## src/rtl/irq_casc_pkg.sv

```systemverilog
package irq_casc_pkg;

    localparam int CORE_IN = 8;
    localparam int IDX_W   = $clog2(CORE_IN);
    localparam int CASC_IN = 2;
    localparam int SPUR_IN = CORE_IN - 1;
    localparam int BASE_W  = 8 - IDX_W;
    localparam logic [IDX_W:0] NO_PRIO = (IDX_W + 1)'(CORE_IN);

    typedef enum logic [1:0] {
        INI_IDLE,
        INI_BASE,
        INI_W3,
        INI_W4
    } init_e;

    typedef struct packed {
        logic [CORE_IN-1:0] irr;
        logic [CORE_IN-1:0] imr;
        logic [CORE_IN-1:0] isr;
        logic [CORE_IN-1:0] last;
        logic [CORE_IN-1:0] trig;
        logic [BASE_W-1:0]  base;
        logic [IDX_W-1:0]   add;
        init_e              ini;
        logic               need4;
        logic               aeoi;
        logic               rot_aeoi;
        logic               sfnm;
        logic               rsel;
        logic               poll;
    } core_st_t;

    typedef enum logic [2:0] {
        T_NONE,
        T_MASTER,
        T_SLAVE,
        T_TRIG_M,
        T_TRIG_S
    } tgt_e;

    typedef struct packed {
        tgt_e tgt;
        logic port;
        logic wr;
        logic rd;
    } acc_t;

    // Rank of the highest-priority set bit after rotation; NO_PRIO if none.
    function automatic logic [IDX_W:0] top_prio(input logic [CORE_IN-1:0] m,
                                                 input logic [IDX_W-1:0] add);
        logic [IDX_W:0]   res;
        logic [IDX_W-1:0] idx;
        res = NO_PRIO;
        for (int i = CORE_IN - 1; i >= 0; i--) begin
            idx = IDX_W'(i) + add;
            if (m[idx]) res = (IDX_W + 1)'(i);
        end
        return res;
    endfunction

endpackage

```

## src/rtl/irq_port_decode.sv

```systemverilog
module irq_port_decode
    import irq_casc_pkg::*;
#(
    parameter int ADDR_W = 16,
    parameter logic [ADDR_W-1:0] M_PORT = 'h20,
    parameter logic [ADDR_W-1:0] S_PORT = 'hA0,
    parameter logic [ADDR_W-1:0] T_PORT = 'h4D0
) (
    input  logic [ADDR_W-1:0] addr,
    input  logic [2:0]        len,
    input  logic              wr,
    input  logic              rd,
    output acc_t              acc
);
    logic byte_ok;
    logic [ADDR_W-2:0] hi;

    always_comb begin
        byte_ok  = (len == 3'd1);
        hi       = addr[ADDR_W-1:1];
        acc.port = addr[0];
        acc.wr   = wr && byte_ok;
        acc.rd   = rd && byte_ok;
        if (hi == M_PORT[ADDR_W-1:1])      acc.tgt = T_MASTER;
        else if (hi == S_PORT[ADDR_W-1:1]) acc.tgt = T_SLAVE;
        else if (hi == T_PORT[ADDR_W-1:1]) acc.tgt = addr[0] ? T_TRIG_S : T_TRIG_M;
        else                               acc.tgt = T_NONE;
    end
endmodule

```

## src/rtl/irq_ctrl_core.sv

```systemverilog
module irq_ctrl_core
    import irq_casc_pkg::*;
#(
    parameter logic [CORE_IN-1:0] TRIG_MASK = 8'hF8,
    parameter bit IS_MASTER = 1'b1
) (
    input  logic               clk,
    input  logic               rst,
    input  logic [CORE_IN-1:0] line_in,
    input  logic               casc_set,
    input  logic               casc_clr,
    input  logic               cmd_wr,
    input  logic               dat_wr,
    input  logic               trig_wr,
    input  logic [7:0]         wdata,
    input  logic               rd_en,
    input  logic               rd_port,
    input  logic               ack_en,
    output logic               win_valid,
    output logic [IDX_W-1:0]   win_id,
    output logic [BASE_W-1:0]  vec_base,
    output logic [7:0]         rd_val,
    output logic [7:0]         trig_val,
    output logic               poll_hit
);
    core_st_t st, nx;
    logic [CORE_IN-1:0] req, svc;
    logic [IDX_W:0]     p_req, p_svc, p_eoi;
    logic [IDX_W-1:0]   eoi_id;

    // Arbitration over the registered state
    always_comb begin
        req = st.irr & ~st.imr;
        svc = st.isr;
        if (IS_MASTER && st.sfnm) svc[CASC_IN] = 1'b0;
        p_req     = top_prio(req, st.add);
        p_svc     = top_prio(svc, st.add);
        win_valid = (p_req != NO_PRIO) && (p_req < p_svc);
        win_id    = p_req[IDX_W-1:0] + st.add;
    end

    assign vec_base = st.base;
    assign trig_val = st.trig;
    assign poll_hit = rd_en && st.poll && win_valid;

    always_comb begin
        if (st.poll)       rd_val = win_valid ? {{(8-IDX_W){1'b0}}, win_id} : 8'(SPUR_IN);
        else if (rd_port)  rd_val = st.imr;
        else if (st.rsel)  rd_val = st.isr;
        else               rd_val = st.irr;
    end

    always_comb begin
        nx     = st;
        p_eoi  = '0;
        eoi_id = '0;
        // acknowledge first, so an edge in the same cycle survives
        if (ack_en && win_valid) begin
            if (st.aeoi) begin
                if (st.rot_aeoi) nx.add = win_id + 1'b1;
            end else begin
                nx.isr[win_id] = 1'b1;
            end
            if (!st.trig[win_id]) nx.irr[win_id] = 1'b0;
        end
        // line sampling
        for (int i = 0; i < CORE_IN; i++) begin
            if (st.trig[i])                    nx.irr[i] = line_in[i];
            else if (line_in[i] && !st.last[i]) nx.irr[i] = 1'b1;
        end
        nx.last = line_in;
        if (casc_set) nx.irr[CASC_IN] = 1'b1;
        // poll read
        if (rd_en && st.poll) begin
            nx.poll = 1'b0;
            if (win_valid) begin
                nx.irr[win_id] = 1'b0;
                nx.isr[win_id] = 1'b0;
            end
        end
        if (trig_wr) nx.trig = wdata & TRIG_MASK;
        if (dat_wr) begin
            unique case (st.ini)
                INI_IDLE: nx.imr = wdata;
                INI_BASE: begin
                    nx.base = wdata[7:IDX_W];
                    nx.ini  = INI_W3;
                end
                INI_W3:   nx.ini = st.need4 ? INI_W4 : INI_IDLE;
                INI_W4: begin
                    nx.sfnm = wdata[4];
                    nx.aeoi = wdata[1];
                    nx.ini  = INI_IDLE;
                end
            endcase
        end
        if (cmd_wr && !wdata[4]) begin
            if (wdata[3]) begin
                if (wdata[2]) nx.poll = 1'b1;
                if (wdata[1]) nx.rsel = wdata[0];
            end else begin
                unique case (wdata[7:5])
                    3'b000, 3'b100: nx.rot_aeoi = wdata[7];
                    3'b001, 3'b101: begin
                        p_eoi = top_prio(nx.isr, nx.add);
                        if (p_eoi != NO_PRIO) begin
                            eoi_id = p_eoi[IDX_W-1:0] + nx.add;
                            nx.isr[eoi_id] = 1'b0;
                            if (wdata[7]) nx.add = eoi_id + 1'b1;
                        end
                    end
                    3'b011: nx.isr[wdata[IDX_W-1:0]] = 1'b0;
                    3'b110: nx.add = wdata[IDX_W-1:0] + 1'b1;
                    3'b111: begin
                        nx.isr[wdata[IDX_W-1:0]] = 1'b0;
                        nx.add = wdata[IDX_W-1:0] + 1'b1;
                    end
                    default: ;
                endcase
            end
        end
        if (casc_clr) begin
            nx.irr[CASC_IN] = 1'b0;
            nx.isr[CASC_IN] = 1'b0;
        end
        if (cmd_wr && wdata[4]) begin
            nx       = '0;
            nx.trig  = st.trig;
            nx.ini   = INI_BASE;
            nx.need4 = wdata[0];
        end
    end

    always_ff @(posedge clk) begin
        if (rst) st <= '0;
        else     st <= nx;
    end


    isr_set_chk: assert property (@(posedge clk) disable iff (rst)
        (ack_en && win_valid && !st.aeoi && !cmd_wr && !casc_clr && !rd_en)
        |=> st.isr[$past(win_id)]);


    aeoi_isr_chk: assert property (@(posedge clk) disable iff (rst)
        (ack_en && win_valid && st.aeoi && !st.isr[win_id])
        |=> !st.isr[$past(win_id)]);
endmodule

```

## src/rtl/irq_cascade_ctrl.sv

```systemverilog
module irq_cascade_ctrl
    import irq_casc_pkg::*;
#(
    parameter int ADDR_W = 16,
    parameter logic [ADDR_W-1:0] M_PORT = 'h20,
    parameter logic [ADDR_W-1:0] S_PORT = 'hA0,
    parameter logic [ADDR_W-1:0] T_PORT = 'h4D0,
    parameter logic [7:0] M_TRIG_MASK = 8'hF8,
    parameter logic [7:0] S_TRIG_MASK = 8'hDE
) (
    input  logic              clk,
    input  logic              rst,
    input  logic [15:0]       irq_lines,
    input  logic [ADDR_W-1:0] io_addr,
    input  logic [2:0]        io_len,
    input  logic              io_wr,
    input  logic              io_rd,
    input  logic [7:0]        io_wdata,
    output logic [7:0]        io_rdata,
    output logic              io_rd_valid,
    input  logic              ack_req,
    output logic              vec_valid,
    output logic [7:0]        vec_out,
    output logic              int_out
);
    localparam int LINES = 2 * CORE_IN;

    acc_t acc;
    logic m_win, s_win, s_poll_hit, m_poll_hit, casc_set, ack_casc;
    logic [IDX_W-1:0]  m_id, s_id;
    logic [BASE_W-1:0] m_base, s_base;
    logic [7:0] m_rd, s_rd, m_trig, s_trig, rd_mux, vec_nx;
    logic [LINES-1:0] lines;

    assign lines = irq_lines;

    irq_port_decode #(
        .ADDR_W(ADDR_W), .M_PORT(M_PORT), .S_PORT(S_PORT), .T_PORT(T_PORT)
    ) u_dec (
        .addr(io_addr), .len(io_len), .wr(io_wr), .rd(io_rd), .acc(acc)
    );

    assign ack_casc = ack_req && m_win && (m_id == IDX_W'(CASC_IN));
    assign casc_set = s_win && !ack_casc;

    irq_ctrl_core #(.TRIG_MASK(M_TRIG_MASK), .IS_MASTER(1'b1)) u_master (
        .clk(clk), .rst(rst),
        .line_in(lines[CORE_IN-1:0]),
        .casc_set(casc_set),
        .casc_clr(s_poll_hit),
        .cmd_wr(acc.wr && acc.tgt == T_MASTER && !acc.port),
        .dat_wr(acc.wr && acc.tgt == T_MASTER && acc.port),
        .trig_wr(acc.wr && acc.tgt == T_TRIG_M),
        .wdata(io_wdata),
        .rd_en(acc.rd && acc.tgt == T_MASTER),
        .rd_port(acc.port),
        .ack_en(ack_req),
        .win_valid(m_win), .win_id(m_id), .vec_base(m_base),
        .rd_val(m_rd), .trig_val(m_trig), .poll_hit(m_poll_hit)
    );

    irq_ctrl_core #(.TRIG_MASK(S_TRIG_MASK), .IS_MASTER(1'b0)) u_slave (
        .clk(clk), .rst(rst),
        .line_in(lines[LINES-1:CORE_IN]),
        .casc_set(1'b0),
        .casc_clr(1'b0),
        .cmd_wr(acc.wr && acc.tgt == T_SLAVE && !acc.port),
        .dat_wr(acc.wr && acc.tgt == T_SLAVE && acc.port),
        .trig_wr(acc.wr && acc.tgt == T_TRIG_S),
        .wdata(io_wdata),
        .rd_en(acc.rd && acc.tgt == T_SLAVE),
        .rd_port(acc.port),
        .ack_en(ack_casc),
        .win_valid(s_win), .win_id(s_id), .vec_base(s_base),
        .rd_val(s_rd), .trig_val(s_trig), .poll_hit(s_poll_hit)
    );

    assign int_out = m_win;

    always_comb begin
        rd_mux = 8'h00;
        if (acc.rd) begin
            unique case (acc.tgt)
                T_MASTER: rd_mux = m_rd;
                T_SLAVE:  rd_mux = s_rd;
                T_TRIG_M: rd_mux = m_trig;
                T_TRIG_S: rd_mux = s_trig;
                default:  rd_mux = 8'h00;
            endcase
        end
        if (!m_win)        vec_nx = {m_base, IDX_W'(SPUR_IN)};
        else if (!ack_casc) vec_nx = {m_base, m_id};
        else if (s_win)    vec_nx = {s_base, s_id};
        else               vec_nx = {s_base, IDX_W'(SPUR_IN)};
    end

    always_ff @(posedge clk) begin
        if (rst) begin
            io_rdata    <= '0;
            io_rd_valid <= 1'b0;
            vec_out     <= '0;
            vec_valid   <= 1'b0;
        end else begin
            io_rdata    <= rd_mux;
            io_rd_valid <= io_rd;
            vec_valid   <= ack_req;
            if (ack_req) vec_out <= vec_nx;
        end
    end


    vec_timing_chk: assert property (@(posedge clk) disable iff (rst)
        vec_valid |-> $past(ack_req));


    spur_master_chk: assert property (@(posedge clk) disable iff (rst)
        (ack_req && !m_win) |=> (vec_out[IDX_W-1:0] == IDX_W'(SPUR_IN)));


    casc_vec_chk: assert property (@(posedge clk) disable iff (rst)
        ack_casc |=> (vec_out[7:IDX_W] == $past(s_base)));


    unmapped_rd_chk: assert property (@(posedge clk) disable iff (rst)
        (io_rd && acc.tgt == T_NONE) |=> (io_rdata == 8'h00));


    trig_rd_chk: assert property (@(posedge clk) disable iff (rst)
        (acc.rd && acc.tgt == T_TRIG_M) |=> ((io_rdata & ~M_TRIG_MASK) == 8'h00));
endmodule

```

## config.mk

```make
export PLATFORM = sky130hd
export DESIGN_NAME = irq_cascade_ctrl
export DESIGN_NICKNAME = d
export VERILOG_FILES = /design/src/rtl/irq_casc_pkg.sv /design/src/rtl/irq_port_decode.sv /design/src/rtl/irq_ctrl_core.sv /design/src/rtl/irq_cascade_ctrl.sv
export SDC_FILE = /design/constraint.sdc
export NUM_CORES = 1
export LEC_CHECK = 0
export BUFFER_PORTS_ARGS = -buffer_cell sky130_fd_sc_hd__buf_2
export CAP_MARGIN = 20
export CORE_MARGIN = 5
export CORE_UTILIZATION = 55
export DETAILED_ROUTE_END_ITERATION = 7
export PLACE_DENSITY_LB_ADDON = 0.05
export SYNTH_ARGS = -nofsm -noshare
export SYNTH_HDL_FRONTEND = slang
export SYNTH_SLANG_ARGS = --single-unit
```

## constraint.sdc

```tcl
create_clock -name clk -period 8.41 [get_ports clk]
set_clock_uncertainty 0.2 [all_clocks]
set_input_delay 0.4205 -clock clk [delete_from_list [all_inputs] [get_ports clk]]
set_output_delay 0.4205 -clock clk [all_outputs]
set_load 0.02 [all_outputs]
```

## After elaboration in Yosys (flattened, before gate mapping)

Index checks and enable logic that the tools add are counted.

| storage, ports and cells | value |
|---|---|
| register bits after elaboration | 125 |
| logic and storage cells | 546 |
| output and inout bits | 19 |

| operators by class | value |
|---|---|
| multiplexer cells | 281 |
| bitwise logic cells | 25 |
| equality and inequality tests | 25 |
| reduce and logical (&&, ||, !) cells | 98 |
| $lt $le $gt $ge | 44 |
| add/subtract/negate cells | 37 |

Operators by type and width:

| operator | number |
|---|---|
| $mux W8 | 30 |
| $mux W4 | 54 |
| $bmux W1 S3 | 50 |
| $lt A3 B4 Y1 const B | 37 |
| $mux W1 | 106 |
| $and A8 B8 Y8 | 12 |
| $mux W3 | 21 |
| $not A8 Y8 | 7 |
| $add A3 B3 Y3 const A | 16 |
| $logic_and A1 B1 Y1 | 46 |
| $pmux W8 S2 | 2 |
| $pmux W8 S4 | 1 |
| $add A2 B3 Y3 const A | 8 |
| $reduce_and A2 Y1 | 12 |
| $logic_not A1 Y1 | 19 |
| $ne A4 B4 Y1 const B | 4 |
| $or A8 B8 Y8 | 2 |
| $add A3 B1 Y3 const B | 5 |
| $demux W1 S3 | 5 |
| $eq A15 B10 Y1 const B | 1 |
| $eq A15 B5 Y1 const B | 1 |
| $eq A15 B7 Y1 const B | 1 |
| $eq A3 B3 Y1 const B | 5 |
| $ge A3 B1 Y1 const B | 5 |
| other kinds (20) | 60 |

## Longest topological paths before layout

| depth | value |
|---|---|
| depth after elaboration | 47 |
| mapped depth | 37 |
| depth with buffers taken out | 32 |

## Hierarchy

A second synthesis with hierarchy kept.

| second synthesis, totals | value |
|---|---|
| cells, all modules | 1,347 |
| area total of the unflattened synthesis | 11,384.7 sq um |

By module, submodules not included:

| module | sequential area each (sq um) | cells an instance | area an instance (sq um) | instances |
|---|---|---|---|---|
| irq_ctrl_core at u_slave | 1,061.0 | 642 | 5,377.7 | 1 |
| irq_ctrl_core at u_master | 1,061.0 | 583 | 4,931.0 | 1 |
| irq_cascade_ctrl | 360.3 | 106 | 965.9 | 1 |
| irq_port_decode | 0.0 | 16 | 110.1 | 1 |

## Worst setup path before layout

Ideal clock, no wire load.

| timing path | value |
|---|---|
| path type | flip-flop to flip-flop |
| from | register u_master.st[9] in the netlist's numbering |
| to | register u_master.st[10] in the netlist's numbering |
| library setup time | 0.128 ns |
| arrival | 7.326 ns |
| path slack | 0.756 ns |
| stages on the path, launching flop included | 33 |
| clock period less this slack | 7.654 ns |
| required time | 8.082 ns |
| path through | dfxtp_1 -> buf_2 -> inv_1 -> ha_1 -> clkbuf_1 -> mux4_2 -> a211oi_1 -> nor3_1 -> nor3_1 -> inv_1 -> fa_1 -> clkbuf_1 -> inv_1 -> ha_1 -> or3b_1 -> and2_1 -> buf_2 -> ha_1 -> buf_1 -> mux2_2 -> o21ai_0 -> a21bo_2 -> a31oi_1 -> o22a_1 -> ha_1 -> fa_1 -> ha_1 -> xor2_1 -> nand2_1 -> o21ba_2 -> a311oi_2 -> mux2i_1 -> o21ai_1 |

| between the ends | value |
|---|---|
| longest elaborated chain between the ends | 42 |
| elaborated cells between the ends (all ways) | 118 |
| classes of those cells | 18 x add/sub; 3 x order compare; 2 x eq/ne; 89 x mux; 3 x bitwise; 3 x reduce/logical |

RTL lines:

| item | RTL line | text |
|---|---|---|
| from (decl) | irq_ctrl_core.sv:26 | `core_st_t st, nx;` |
| from (signal assigned) | irq_ctrl_core.sv:136 | `else st <= nx;` |
| $add A3 B3 Y3 | irq_casc_pkg.sv:56 | `idx = IDX_W'(i) + add;` |
| $bmux W1 S3 | irq_casc_pkg.sv:57 | `if (m[idx]) res = (IDX_W + 1)'(i);` |
| $mux W1 (implied by the code) | irq_casc_pkg.sv:57 |  |
| $mux W4 (8 in series) | irq_casc_pkg.sv:57 |  |
| $add A3 B3 Y3 | irq_ctrl_core.sv:39 | `win_id = p_req[IDX_W-1:0] + st.add;` |
| $lt A3 B4 Y1 (implied by the code) or $ge A3 B1 Y1 (tied branches) | irq_ctrl_core.sv:62, irq_ctrl_core.sv:78 |  |
| $logic_and A1 B1 Y1 (implied by the code) | irq_ctrl_core.sv:62, irq_ctrl_core.sv:78 |  |
| $mux W1 (implied by the code) | irq_ctrl_core.sv:62, irq_ctrl_core.sv:78 |  |
| (+19 left out) | - |  |
| $mux W4 | irq_ctrl_core.sv:97 | `if (cmd_wr && !wdata[4]) begin` |
| $add A3 B3 Y3 | irq_ctrl_core.sv:107 | `eoi_id = p_eoi[IDX_W-1:0] + nx.add;` |
| $add A3 B1 Y3 | irq_ctrl_core.sv:109 | `if (wdata[7]) nx.add = eoi_id + 1'b1;` |
| $mux W3 | irq_ctrl_core.sv:109 |  |
| $mux W3 | irq_ctrl_core.sv:106 | `if (p_eoi != NO_PRIO) begin` |
| $pmux W3 S2 | irq_ctrl_core.sv:102 | `unique case (wdata[7:5])` |
| $mux W3 | irq_ctrl_core.sv:98 | `if (wdata[3]) begin` |
| $mux W3 * | irq_ctrl_core.sv:97 |  |

Every way passes the cells marked *; elsewhere a longest branch is shown, timed or not. The select of a mux whose other input is x is not followed.
A chain may end at the register's enable or synchronous reset.

## Worst setup path in the final report

Ends and elaborated chain as after synthesis.

==> flow_results.org <==
** Synthesis
- Syn. warnings :: 0
- The cell area that synthesis handed to floorplanning was between 10000 and 15000 µm².
- Of the post-synthesis cell area, the dominant cell type holds 23.21%.
- The synthesized design contains around 120 register bits.
- Post-synth net total :: 1345
- In this run, synthesis inferred 0 flip-flops with an integrated enable.
- Share of the yosys chip area belonging to registers :: 23.21%
- Share of flip-flops with an asynchronous set or reset :: 0%
- Cell types with the largest area share after synthesis :: dfxtp_1, mux4_2, mux2i_1
- Among all flip-flop cells after synthesis, the most frequent one is dfxtp_1.
- Distinct cell type count of the synthesized netlist :: 99
- Summed over all instances, the cell type with the most area after synthesis is dfxtp_1.
- The cell count after synthesis came out at between 1000 and 1500.
- Each instance of the synthesized netlist takes up on average 8.429 µm².

** Power and ir drop
- Internal :: 1354 µW
- The share of total power dissipated in sequential elements is approximately 28%.
- In this run, the combinational gates consume 39.3% of the power.
- Summed over all nets, the switching power comes to 965.2 µW.
- In this run, the clock network consumes 32.6% of the power.
- LEAKAGE :: 0.004452 µW
- Maximum ir drop on the vdd rail :: 0.0001541 V
- Total power per unit cell area :: 195.2 nW/µm²
- In this run switching power makes up 41.62% of total power.

** Timing
- The worst path needs 7.922 ns of the cycle, external delays included.
- Count of pins over their slew limit :: 0
- Of the available clock period, the critical path in the final layout requires between 90% and 100%.
- Setup repair after global routing left no endpoint under its margin.
- Final hold violation count :: 0
- Post-Route Setup TNS :: 0 ns
- Based on the critical path, the design can be clocked at up to 126.2 MHz.
- Setup violations, final :: 0
- Max-slew headroom at the worst pin :: 30.06%
- Actual slew at the worst max-slew pin :: 1.041 ns

** Drt
- Total number of vias :: ~10000
- Starting DRT DRC Count :: ~870
- For this run, the detailed router's first-pass iteration total came to 7.
- # DRC :: 0
- After detailed routing, the average wire length per cell comes to 21.38 µm.
- Dividing the detail-routed via count by the number of cells gives 6.517.
- Total Routed Length :: 33750 µm
- In this run the remaining antenna-violating nets after routing total 0.

** Clock tree
- Number of buffers inserted during clock tree synthesis :: 17
- Max clock buf depth :: 2
- After clock tree synthesis, the clock-pin slew on the worst setup and hold paths is 0.06 ns.
- CTS tree :: yes
- Clock root buffer :: clkbuf_16
- # H-tree levels :: 4
- CTS saw about 120 sinks.
- The clock reaches the later pin of the worst-skew pair after 0.43 ns.

** Die
- Die Footprint :: 22340 µm²
- I/O pin cnt :: 67
- Number of standard-cell rows in the floorplan :: slightly above 50
- The floorplan step defined a core boundary enclosing approximately 19000 µm².
- Effective utilization at floorplan :: between 50 and 60%
- Measured along the y axis, the die boundary spans approximately 150 µm.
- Die X-Extent :: roughly 150 µm

** Global route
- Number of global-route vias before repair :: about 10000
- Tot GR Track Use :: 30.60%
- The first global-routing pass estimated 53630 µm of wire.
- Aggregate global routing overflow :: 0
- Entering global routing, the biggest net connects 41 pins.
- Number of antenna violations at the first check in global routing :: 0

** Placement
- At the end of routability-driven placement, the weighted congestion stood at 0.9383.
- Dpl hpwl :: 25340 µm
- Input and output buffers added on the ports amount to between 60 and 70.

** Setup path
- Critical Path AT :: 8.01 ns
- The setup path with the least slack is of type reg2reg.
- CP top delay family :: adder cells
- Crit start category :: flip-flop
- By instance count, the cell type seen most on the critical path is ha_1.
- The largest single stage delay on the critical path is 0.62 ns.
- Among all stages on the critical path, the largest delay is contributed by or4b_1.
- Data on the critical path is required at its endpoint by 8.49 ns.
- STA classifies the critical path endpoint as a flip-flop.
- Together, buffers and inverters on the worst path number 2.
- CP Max Fanout :: 11

** Run status
- The run finished with clean final reports.

** Final layout
- The library cells used most frequently in the layout, excluding fill and tap cells, are nor2_1, dfxtp_1, nand2_1, mux2i_1, buf_2.
- Commonest non-fill, non-tap cell in the layout :: nor2_1
- Share of cells above drive strength 1 :: 19.33%
- The net count of the finished layout is roughly 1400.
- Number of diodes :: 0
- From synthesis to final layout, the design area changed by 11.07%.
- Cells fill between 60% and 70% of the core in the end.
- Fill cell instance count of the final layout :: 1775

** Min path
- The tightest min-delay check is of the in2reg type.

** Flow run
- Max-cap violations in this run came to 0.
## what timing repair did
action                                 4_1_cts  5_1_grt
buffers inserted                             0        1
setup endpoints to repair                    0       11
endpoints found under the hold margin        7        0
hold buffers                                 7        0
resized for setup                            0       13
## cell type report
cell class                      count  area, µm²  share of cell area [%]
Clock buffer                       17      425.4                   3.581
Clock inverter                     15      171.4                   1.443
Inverter                           43      163.9                   1.380
Multi-Input combinational cell   1019       7732                   65.09
Sequential cell                   124       2482                   20.90
Tap cell                          265      331.6                   2.791
Timing Repair Buffer               96      573.1                   4.824
## through the flow
stage,instance area (µm²),hold WS [ns],setup slack [ns],cells,power (µW)
floorplan,10700,0.2363,0.7560,1269,1300
global placement,11130,0.2514,0.4104,1539,1538
detailed placement,11130,0.2588,0.2761,1539,1540
finish,11880,0.005507,0.4877,1579,2319
global route,11880,0.01276,0.01619,1579,2433
CTS,11800,0.00007988,0.2540,1578,2296
## synth_stat cells, drive strengths merged, types with 12 or more instances
cell type and n:
a211oi 22, a21oi 65, a31oi 33, and2 20, and3 13, buf 26
clkbuf 57, dfxtp 124, ha 24, inv 39, mux2 28, mux2i 97
mux4 45, nand2 111, nand2b 22, nand3 41, nand4 14, nor2 135
nor2b 24, nor3 24, nor4 20, o211ai 12, o21ai 62, xnor2 18
## kinds of logic (layout without fill, tap and decap cells)
group           count (synthesis)  count (layout)  share of synthesized area, %
mux                           170             170                         21.60
xor+xnor                       24              24                         2.176
fa+ha+maj                      28              28                         3.556
buf+inv                       126             171                         5.170
compound gates                310             310                         20.08
simple gates                  487             487                         24.20
flops                         124             124                         23.21
## sequential cells by signal, indices dropped and copies added (netlist names)
register	count
u_slave.trig_val	6
u_master.vec_base	5
u_slave.st	34
u_master.st	43
io_rdata	8
io_rd_valid	1
u_slave.svc	8
vec_out	8
u_master.trig_val	5
u_slave.vec_base	5
vec_valid	1
## power by group through the flow
| stage | Clock, µW | Sequential [µW] | Combinational [µW] |
|---|---|---|---|
| finish | 755 | 653 | 911 |
| global route | 790 | 655 | 989 |
| CTS | 760 | 650 | 886 |
| detailed placement | 0 | 662 | 878 |
| global placement | 0 | 663 | 875 |
| floorplan | 0 | 652 | 648 |
## metal layers
metal  vias to the layer above  track usage, %  part of all wire (%)
li1                       4858               -                     -
met1                      4925           39.43                    42
met2                       420           51.47                    49
met3                        88           5.572                   6.5
met4                         0           11.21                   2.9
met5                         -               0                     0
## worst paths after layout
| check | startpoint | cells after the start | end | slack [ns] |
|---|---|---|---|---|
| hold / removal | irq_lines[0] | 2 | u_master.st[24] | 0.006 |
| hold reg to reg | u_master.st[43] | 2 | u_master.st[43] | 0.27 |
| setup / recovery | u_master.st[9] | 28 | u_master.st[10] | 0.49 |
| setup reg to reg | u_master.st[9] | 28 | u_master.st[10] | 0.49 |
Note: power is estimated with default switching activity, not from simulation.
